## src/rtl/osd_hpix_pkg.sv

```systemverilog
// Shared types and helpers for the overlay horizontal timing block.
// Assumes: callers pass small, non-negative position parameters.
package osd_hpix_pkg;

    // Lead-in counter phase
    typedef enum logic {
        DLY_IDLE  = 1'b0,
        DLY_COUNT = 1'b1
    } dly_state_e;

    // Lead-in length in pixel clocks for a given position code
    function automatic int unsigned lead_in_len(input int unsigned pos_code,
                                                input int unsigned step,
                                                input int unsigned base);
        return base + pos_code * step;
    endfunction

endpackage

```

## src/rtl/osd_hsync_fall.sv

```systemverilog
// Detects the high-to-low transition of the active-low horizontal sync.
// Assumes: hsync_n is already synchronous to clk; a reset value of 1 means
// a sync held low across reset release counts as a fresh edge.
module osd_hsync_fall (
    input  logic clk,
    input  logic rst_n,
    input  logic hsync_n_i,
    output logic fall_o
);

    logic hs_q;

    // Remember the previous sync level
    always_ff @(posedge clk) begin
        if (!rst_n) begin
            hs_q <= 1'b1;
        end else begin
            hs_q <= hsync_n_i;
        end
    end

    // A fall is a high previous level with a low present level
    assign fall_o = hs_q & ~hsync_n_i;

endmodule

```

## src/rtl/osd_hstart_delay.sv

```systemverilog
// Counts the programmable lead-in from the sync fall to the first displayed
// pixel and holds the width mode for the line.
// Assumes: the lead-in length is at least 1 and fits in CW bits.
module osd_hstart_delay
    import osd_hpix_pkg::*;
#(
    parameter int unsigned POS_W    = 5,
    parameter int unsigned POS_STEP = 6,
    parameter int unsigned POS_BASE = 61,
    parameter int unsigned CW       = 9
) (
    input  logic             clk,
    input  logic             rst_n,
    input  logic             fall_i,
    input  logic [POS_W-1:0] hpos_i,
    input  logic             dbl_i,
    output logic             start_o,
    output logic             dbl_o
);

    dly_state_e      st;
    logic [CW-1:0]   cnt;
    logic [CW-1:0]   lead_len;
    logic            dbl_q;

    // Lead-in length for the position code present at the sync edge
    assign lead_len = CW'(lead_in_len(int'(hpos_i), POS_STEP, POS_BASE));

    // Load on a sync fall, then count down to the start of the window
    always_ff @(posedge clk) begin
        if (!rst_n) begin
            st    <= DLY_IDLE;
            cnt   <= '0;
            dbl_q <= 1'b0;
        end else if (fall_i) begin
            st    <= DLY_COUNT;
            cnt   <= lead_len;
            dbl_q <= dbl_i;
        end else if (st == DLY_COUNT) begin
            cnt <= cnt - CW'(1);
            if (cnt == CW'(1)) begin
                st <= DLY_IDLE;
            end
        end
    end

    // The window opens on the edge that ends the last lead-in clock
    assign start_o = (st == DLY_COUNT) && (cnt == CW'(1)) && !fall_i;
    assign dbl_o   = dbl_q;

endmodule

```

## src/rtl/osd_dot_seq.sv

```systemverilog
// Steps the dot and cell indices across the display window and tells the
// serialiser when to advance and when to take a new glyph row.
// Assumes: start_i only pulses while the window is closed.
module osd_dot_seq #(
    parameter int unsigned CHARS  = 24,
    parameter int unsigned DOT_W  = 12,
    parameter int unsigned COL_W  = 5,
    parameter int unsigned DOT_IW = 4
) (
    input  logic              clk,
    input  logic              rst_n,
    input  logic              fall_i,
    input  logic              start_i,
    input  logic              dbl_i,
    output logic              act_o,
    output logic [COL_W-1:0]  col_o,
    output logic [DOT_IW-1:0] dot_o,
    output logic              adv_o,
    output logic              load_o
);

    logic              act;
    logic              ph;
    logic [COL_W-1:0]  col;
    logic [DOT_IW-1:0] dot;
    logic              last_dot;
    logic              last_col;

    // Position decode for the end of a cell and the end of the row
    assign last_dot = (dot == DOT_IW'(DOT_W - 1));
    assign last_col = (col == COL_W'(CHARS - 1));

    // A dot advances every clock, or every second clock in double width
    assign adv_o  = act && (!dbl_i || ph);

    // A new row is needed at window start and at every cell boundary
    assign load_o = !fall_i && (start_i || (adv_o && last_dot && !last_col));

    // Window, phase and index registers
    always_ff @(posedge clk) begin
        if (!rst_n) begin
            act <= 1'b0;
            ph  <= 1'b0;
            col <= '0;
            dot <= '0;
        end else if (fall_i) begin
            act <= 1'b0;
            ph  <= 1'b0;
            col <= '0;
            dot <= '0;
        end else if (start_i) begin
            act <= 1'b1;
            ph  <= 1'b0;
            col <= '0;
            dot <= '0;
        end else if (act) begin
            ph <= dbl_i && !ph;
            if (adv_o) begin
                if (last_dot) begin
                    dot <= '0;
                    if (last_col) begin
                        act <= 1'b0;
                        col <= '0;
                    end else begin
                        col <= col + COL_W'(1);
                    end
                end else begin
                    dot <= dot + DOT_IW'(1);
                end
            end
        end
    end

    assign act_o = act;
    assign col_o = col;
    assign dot_o = dot;

endmodule

```

## src/rtl/osd_font_shift.sv

```systemverilog
// Serialises one glyph row, most significant bit first, and blanks the
// output outside the display window.
// Assumes: load_i wins over shift_i when both are high.
module osd_font_shift #(
    parameter int unsigned DOT_W = 12
) (
    input  logic             clk,
    input  logic             rst_n,
    input  logic             load_i,
    input  logic             shift_i,
    input  logic             act_i,
    input  logic [DOT_W-1:0] row_i,
    output logic             pix_o
);

    logic [DOT_W-1:0] sr;

    // Take a new row at a cell boundary, otherwise move one dot on
    always_ff @(posedge clk) begin
        if (!rst_n) begin
            sr <= '0;
        end else if (load_i) begin
            sr <= row_i;
        end else if (shift_i) begin
            sr <= {sr[DOT_W-2:0], 1'b0};
        end
    end

    // Present the leading bit only while the window is open
    assign pix_o = act_i & sr[DOT_W-1];

endmodule

```

## src/rtl/osd_hpix_timing.sv

```systemverilog
// Top of the overlay horizontal timing block: sync-edge detection, lead-in
// counter, dot/cell sequencer and glyph-row serialiser.
// Assumes: clk is the pixel clock locked to the line; all inputs are
// synchronous to clk.
module osd_hpix_timing #(
    parameter int unsigned LINE_DOTS = 384,
    parameter int unsigned CHARS     = 24,
    parameter int unsigned DOT_W     = 12,
    parameter int unsigned POS_W     = 5,
    parameter int unsigned POS_STEP  = 6,
    parameter int unsigned POS_BASE  = 61,
    localparam int unsigned COL_W    = $clog2(CHARS),
    localparam int unsigned DOT_IW   = $clog2(DOT_W),
    localparam int unsigned CW       = $clog2(LINE_DOTS)
) (
    input  logic              clk,
    input  logic              rst_n,
    input  logic              hsync_n,
    input  logic [POS_W-1:0]  hpos,
    input  logic              dbl_w,
    input  logic [DOT_W-1:0]  font_row,
    output logic              hact_o,
    output logic [COL_W-1:0]  col_o,
    output logic [DOT_IW-1:0] dot_o,
    output logic              pix_o,
    output logic              font_ld_o
);

    logic fall_w;
    logic start_w;
    logic dbl_w_q;
    logic adv_w;
    logic load_w;

    osd_hsync_fall u_edge (
        .clk       (clk),
        .rst_n     (rst_n),
        .hsync_n_i (hsync_n),
        .fall_o    (fall_w)
    );

    osd_hstart_delay #(
        .POS_W    (POS_W),
        .POS_STEP (POS_STEP),
        .POS_BASE (POS_BASE),
        .CW       (CW)
    ) u_delay (
        .clk     (clk),
        .rst_n   (rst_n),
        .fall_i  (fall_w),
        .hpos_i  (hpos),
        .dbl_i   (dbl_w),
        .start_o (start_w),
        .dbl_o   (dbl_w_q)
    );

    osd_dot_seq #(
        .CHARS  (CHARS),
        .DOT_W  (DOT_W),
        .COL_W  (COL_W),
        .DOT_IW (DOT_IW)
    ) u_seq (
        .clk     (clk),
        .rst_n   (rst_n),
        .fall_i  (fall_w),
        .start_i (start_w),
        .dbl_i   (dbl_w_q),
        .act_o   (hact_o),
        .col_o   (col_o),
        .dot_o   (dot_o),
        .adv_o   (adv_w),
        .load_o  (load_w)
    );

    osd_font_shift #(
        .DOT_W (DOT_W)
    ) u_shift (
        .clk     (clk),
        .rst_n   (rst_n),
        .load_i  (load_w),
        .shift_i (adv_w),
        .act_i   (hact_o),
        .row_i   (font_row),
        .pix_o   (pix_o)
    );

    assign font_ld_o = load_w;

endmodule

```

## config.mk

```make
export PLATFORM = sky130hd
export DESIGN_NAME = osd_hpix_timing
export DESIGN_NICKNAME = d
export VERILOG_FILES = /design/src/rtl/osd_hpix_pkg.sv /design/src/rtl/osd_hsync_fall.sv /design/src/rtl/osd_hstart_delay.sv /design/src/rtl/osd_dot_seq.sv /design/src/rtl/osd_font_shift.sv /design/src/rtl/osd_hpix_timing.sv
export SDC_FILE = /design/constraint.sdc
export NUM_CORES = 1
export LEC_CHECK = 0
export ABC_CLOCK_PERIOD_IN_PS = 1800
export BUFFER_PORTS_ARGS = -buffer_cell sky130_fd_sc_hd__buf_4
export CORE_MARGIN = 2
export CORE_UTILIZATION = 50
export DETAILED_ROUTE_END_ITERATION = 12
export PLACE_DENSITY = 0.75
export SYNTH_ARGS = -nofsm -noshare
export SYNTH_HDL_FRONTEND = slang
export SYNTH_SLANG_ARGS = --single-unit
```

## constraint.sdc

```tcl
create_clock -name clk -period 1.8 [get_ports clk]
set_input_delay 0.09 -clock clk [delete_from_list [all_inputs] [get_ports clk]]
set_output_delay 0.09 -clock clk [all_outputs]
set_load 0.005 [all_outputs]
```

==> metrics.md <==
| Metric | Value |
|---|---|
| EDFF count, synth | `0` |
| Clock Tree Root | `clkbuf_8` |
| Final cycle utilization of the critical path | `102%` |
| Clock power share | `35.2%` |
| CP arrival | `1.75 ns` |
| Post-DP Area | `0.00240 mm2` |
| RR Endpoint | `u_shift.sr[3]` |
| CP delay by family, top | `compound AO/OA/AOI/OAI gates` |
| Starting density of the core | `52.6%` |
| Setup TNS Final | `-0.0471 ns` |
| Reg power frac | `45.9%` |
| Slew margin rel. | `60.0%` |
| Post-DRT Antenna Nets | `0` |
| Final WL | `4600 um` |
| DR vias | `1827` |
| Residual DRC count | `0` |
| Worst Tran Pin Value | `0.598 ns` |
| Comb power frac | `18.9%` |
| Post-synth top area cell | `dfxtp_1` |
| Die X | `66.5 um` |
| Pre-CTS setup slack | `-0.151 ns` |
| Antenna violations before repair | `0` |
| Synth top area share | `35.9%` |
| Flop2flop setup slack | `-0.01 ns` |
| CP Cell Sequence | `ha_2 > nand3b_1 > a211oi_4 > buf_6 > a32oi_4 > inv_1 > buf_4` |
| RSZ-0062 raised after global routing | `true` |
| VDD IR max | `421 uV` |
| Die height | `66.5 um` |
| Startpoint types | `flop` |
| I/O pins | `33` |
| Worst Setup SP | `u_seq.dot_o[1]` |
| Worst Setup EP | `font_ld_o` |
| Die area | `0.00442 mm2` |
| CTS tree | `done` |
| Worst min-delay path class | `in2reg` |
| Critical Path Max Stage Delay | `0.34 ns` |
| Leak Pwr | `1.13 nW` |
| Violated checks | `setup timing` |
| FMAX | `544 MHz` |
| Yosys reg bits | `35` |
| Worst-case clock skew | `0.00697 ns` |
| Vias per cell | `5.37` |
| Worst EP required | `1.71 ns` |
| P&R area growth vs syn | `36.9%` |
| Buffer and inverter count on the worst path | `3` |
| R2R Path Start | `u_delay.cnt[3]` |
| CTS Buffer Depth | `2` |
| WL per Instance | `13.5 um` |
| Fraction of registers with async set/reset | `0%` |
| Layout cell share with drive strength beyond 1 | `34.2%` |
| CP Max Fanout | `4` |
| Design area | `0.00268 mm2` |
| PwrDens | `685 mW/mm2` |
| Hold Violations, Final | `0` |
| Final setup fails | `2` |
| Core Box Area | `0.00372 mm2` |
| Psw | `0.502 mW` |
| Internal power | `1.33 mW` |
| Total nets after synthesis | `257` |
| Minimum clock period | `1.84 ns` |
| Synth Warn # | `0` |
| Nets | `323` |
| Global-route wire length before repair | `7310 um` |
| CTS sink cnt | `35` |
| Fillers | `312` |
| Top post-synthesis cells by area | `dfxtp_1 (36%), nand2_1 (8.1%), ha_1 (6.4%)` |
| Vias in the first global route | `1634` |
| Slew Viols, Final | `0` |
| Gr ovfl total | `0` |
| H-tree depth | `2` |
| Synth top cells by count | `nand2_1 (42), dfxtp_1 (35), nor2_1 (19)` |
| Slowest CP cell | `dfxtp_1` |
| Crit path kind | `reg2out` |
| Avg Inst Size Synth | `8.69 um2` |
| Cell variety after synth | `45` |
| Status | `finished with violations` |
| Drt pass-1 iters | `4` |
| Dpl cells | `321` |
| Final core utilization | `72.0%` |
| Most common cell in the netlist | `nand2_1` |
| Setup ws final | `-0.0379 ns` |
| # diodes | `0` |
| DP Wirelength | `2980 um` |
| Cts bufs inserted | `5` |
| Iter 0 DRT Violations | `91` |
| Clk_lat worst skew | `0.29 ns` |
| Clock transition at path regs | `0.08 ns` |
| Tot GR Track Use | `21.8%` |
| Total power | `1.83 mW` |
| Sw Share | `27.4%` |
| Final GP Congestion | `0.746` |
| Port bufs | `32` |
| Final hold slack | `0.0487 ns` |
| Synthesized instance count | `225` |
| Non-filler cells, final | `340` |
| Max-cap viol count | `0` |
| Core Rows | `22` |
| Worst setup EP type | `primary output` |
| Worst path depth | `7` |
| Register area share after synthesis | `35.9%` |
| Cell area after synthesis | `0.00195 mm2` |
| Dominant synthesized flop cell | `dfxtp_1` |
| Largest net degree at the start of global routing | `17` |
| Reg2Reg Depth | `5` |
## registers in the layout, summed over array words and instances (netlist names), 4 cells and up
| signal | count |
|---|---|
| u_seq.col_o | 5 |
| u_delay.cnt | 9 |
| u_shift.sr | 12 |
| u_seq.dot_o | 4 |
## placed cells by master (no fill, tap or decap), types with 2 or more instances in the layout
master,count
a32oi_4,3
o21ai_0,7
a21o_1,3
nand4_1,2
dfxtp_2,2
or2_2,3
o211a_1,2
nor2_1,18
clkbuf_8,7
nand3_1,6
buf_4,61
nor3_1,6
dfxtp_1,33
a311oi_2,9
xor2_1,7
a21oi_1,11
a211oi_1,2
a311oi_1,2
nor4_1,3
buf_6,3
ha_1,9
xnor2_1,7
inv_1,12
mux2i_1,2
nand2_1,41
nor2b_1,2
nand2b_1,3
and2_1,2
## routing by layer
layer / GRT usage [%] / wire length, um / vias to the layer above
met4: 10.7 / 85 / 0
li1: - / - / 927
met2: 35.8 / 2210 / 42
met5: 0 / 0 / -
met3: 3.55 / 155 / 7
met1: 27.7 / 2150 / 851
## worst min path at each step
stage          slack, ns            end  depth (start not counted)   startpoint
2_1_floorplan       0.16    u_edge.hs_q                          1        rst_n
3_3_place_gp        0.29    u_edge.hs_q                          2      hsync_n
3_5_place_dp        0.29    u_edge.hs_q                          2      hsync_n
4_1_cts             0.04  u_shift.sr[0]                          3  font_row[0]
5_1_grt             0.05  u_shift.sr[0]                          3  font_row[0]
6_report            0.05  u_shift.sr[0]                          3  font_row[0]
## worst min-delay path, cell delays in order
cell and delay [ns]:
buf_4 0.11, nand2_1 0.04, o21ai_0 0.06
## area by class of cell
class	instances	area, um2	area share, %
Clock buffer	7	96.3	3.60
Clock inverter	1	7.51	0.281
Inverter	12	45.0	1.68
Multi-Input combinational cell	171	1240	46.4
Sequential cell	35	703	26.3
Tap cell	48	60.1	2.24
Timing Repair Buffer	66	522	19.5
## logic make-up (layout without fill, tap and decap cells)
logic type | after synthesis | count (layout) | synth area share [%]
XOR/XNOR | 14 | 14 | 6.27
multiplexers | 3 | 3 | 1.60
AO/OA/AOI/OAI | 46 | 48 | 20.9
flip-flops | 35 | 35 | 35.9
buffers and inverters | 21 | 86 | 4.86
adder cells (fa/ha/maj) | 11 | 11 | 7.43
AND/OR/NAND/NOR | 95 | 95 | 23.1
## power by group through the flow
stage	Clock, mW	Sequential (mW)	Combinational [mW]
6_report	0.645	0.840	0.347
5_1_grt	0.690	0.844	0.386
4_1_cts	0.652	0.838	0.338
3_5_place_dp	0	0.855	0.321
3_3_place_gp	0	0.855	0.314
2_1_floorplan	0	0.853	0.206
## repair_timing
item | 4_1_cts | 5_1_grt
setup endpoints to repair | 13 | 24
buffers inserted | 5 | 3
resized for setup | 2 | 12
cloned | 1 | 1
pin swaps | 5 | 5
hold buffers | 1 | 0
hold endpoints to repair | 1 | 0
(Power assumes the default switching activity.)
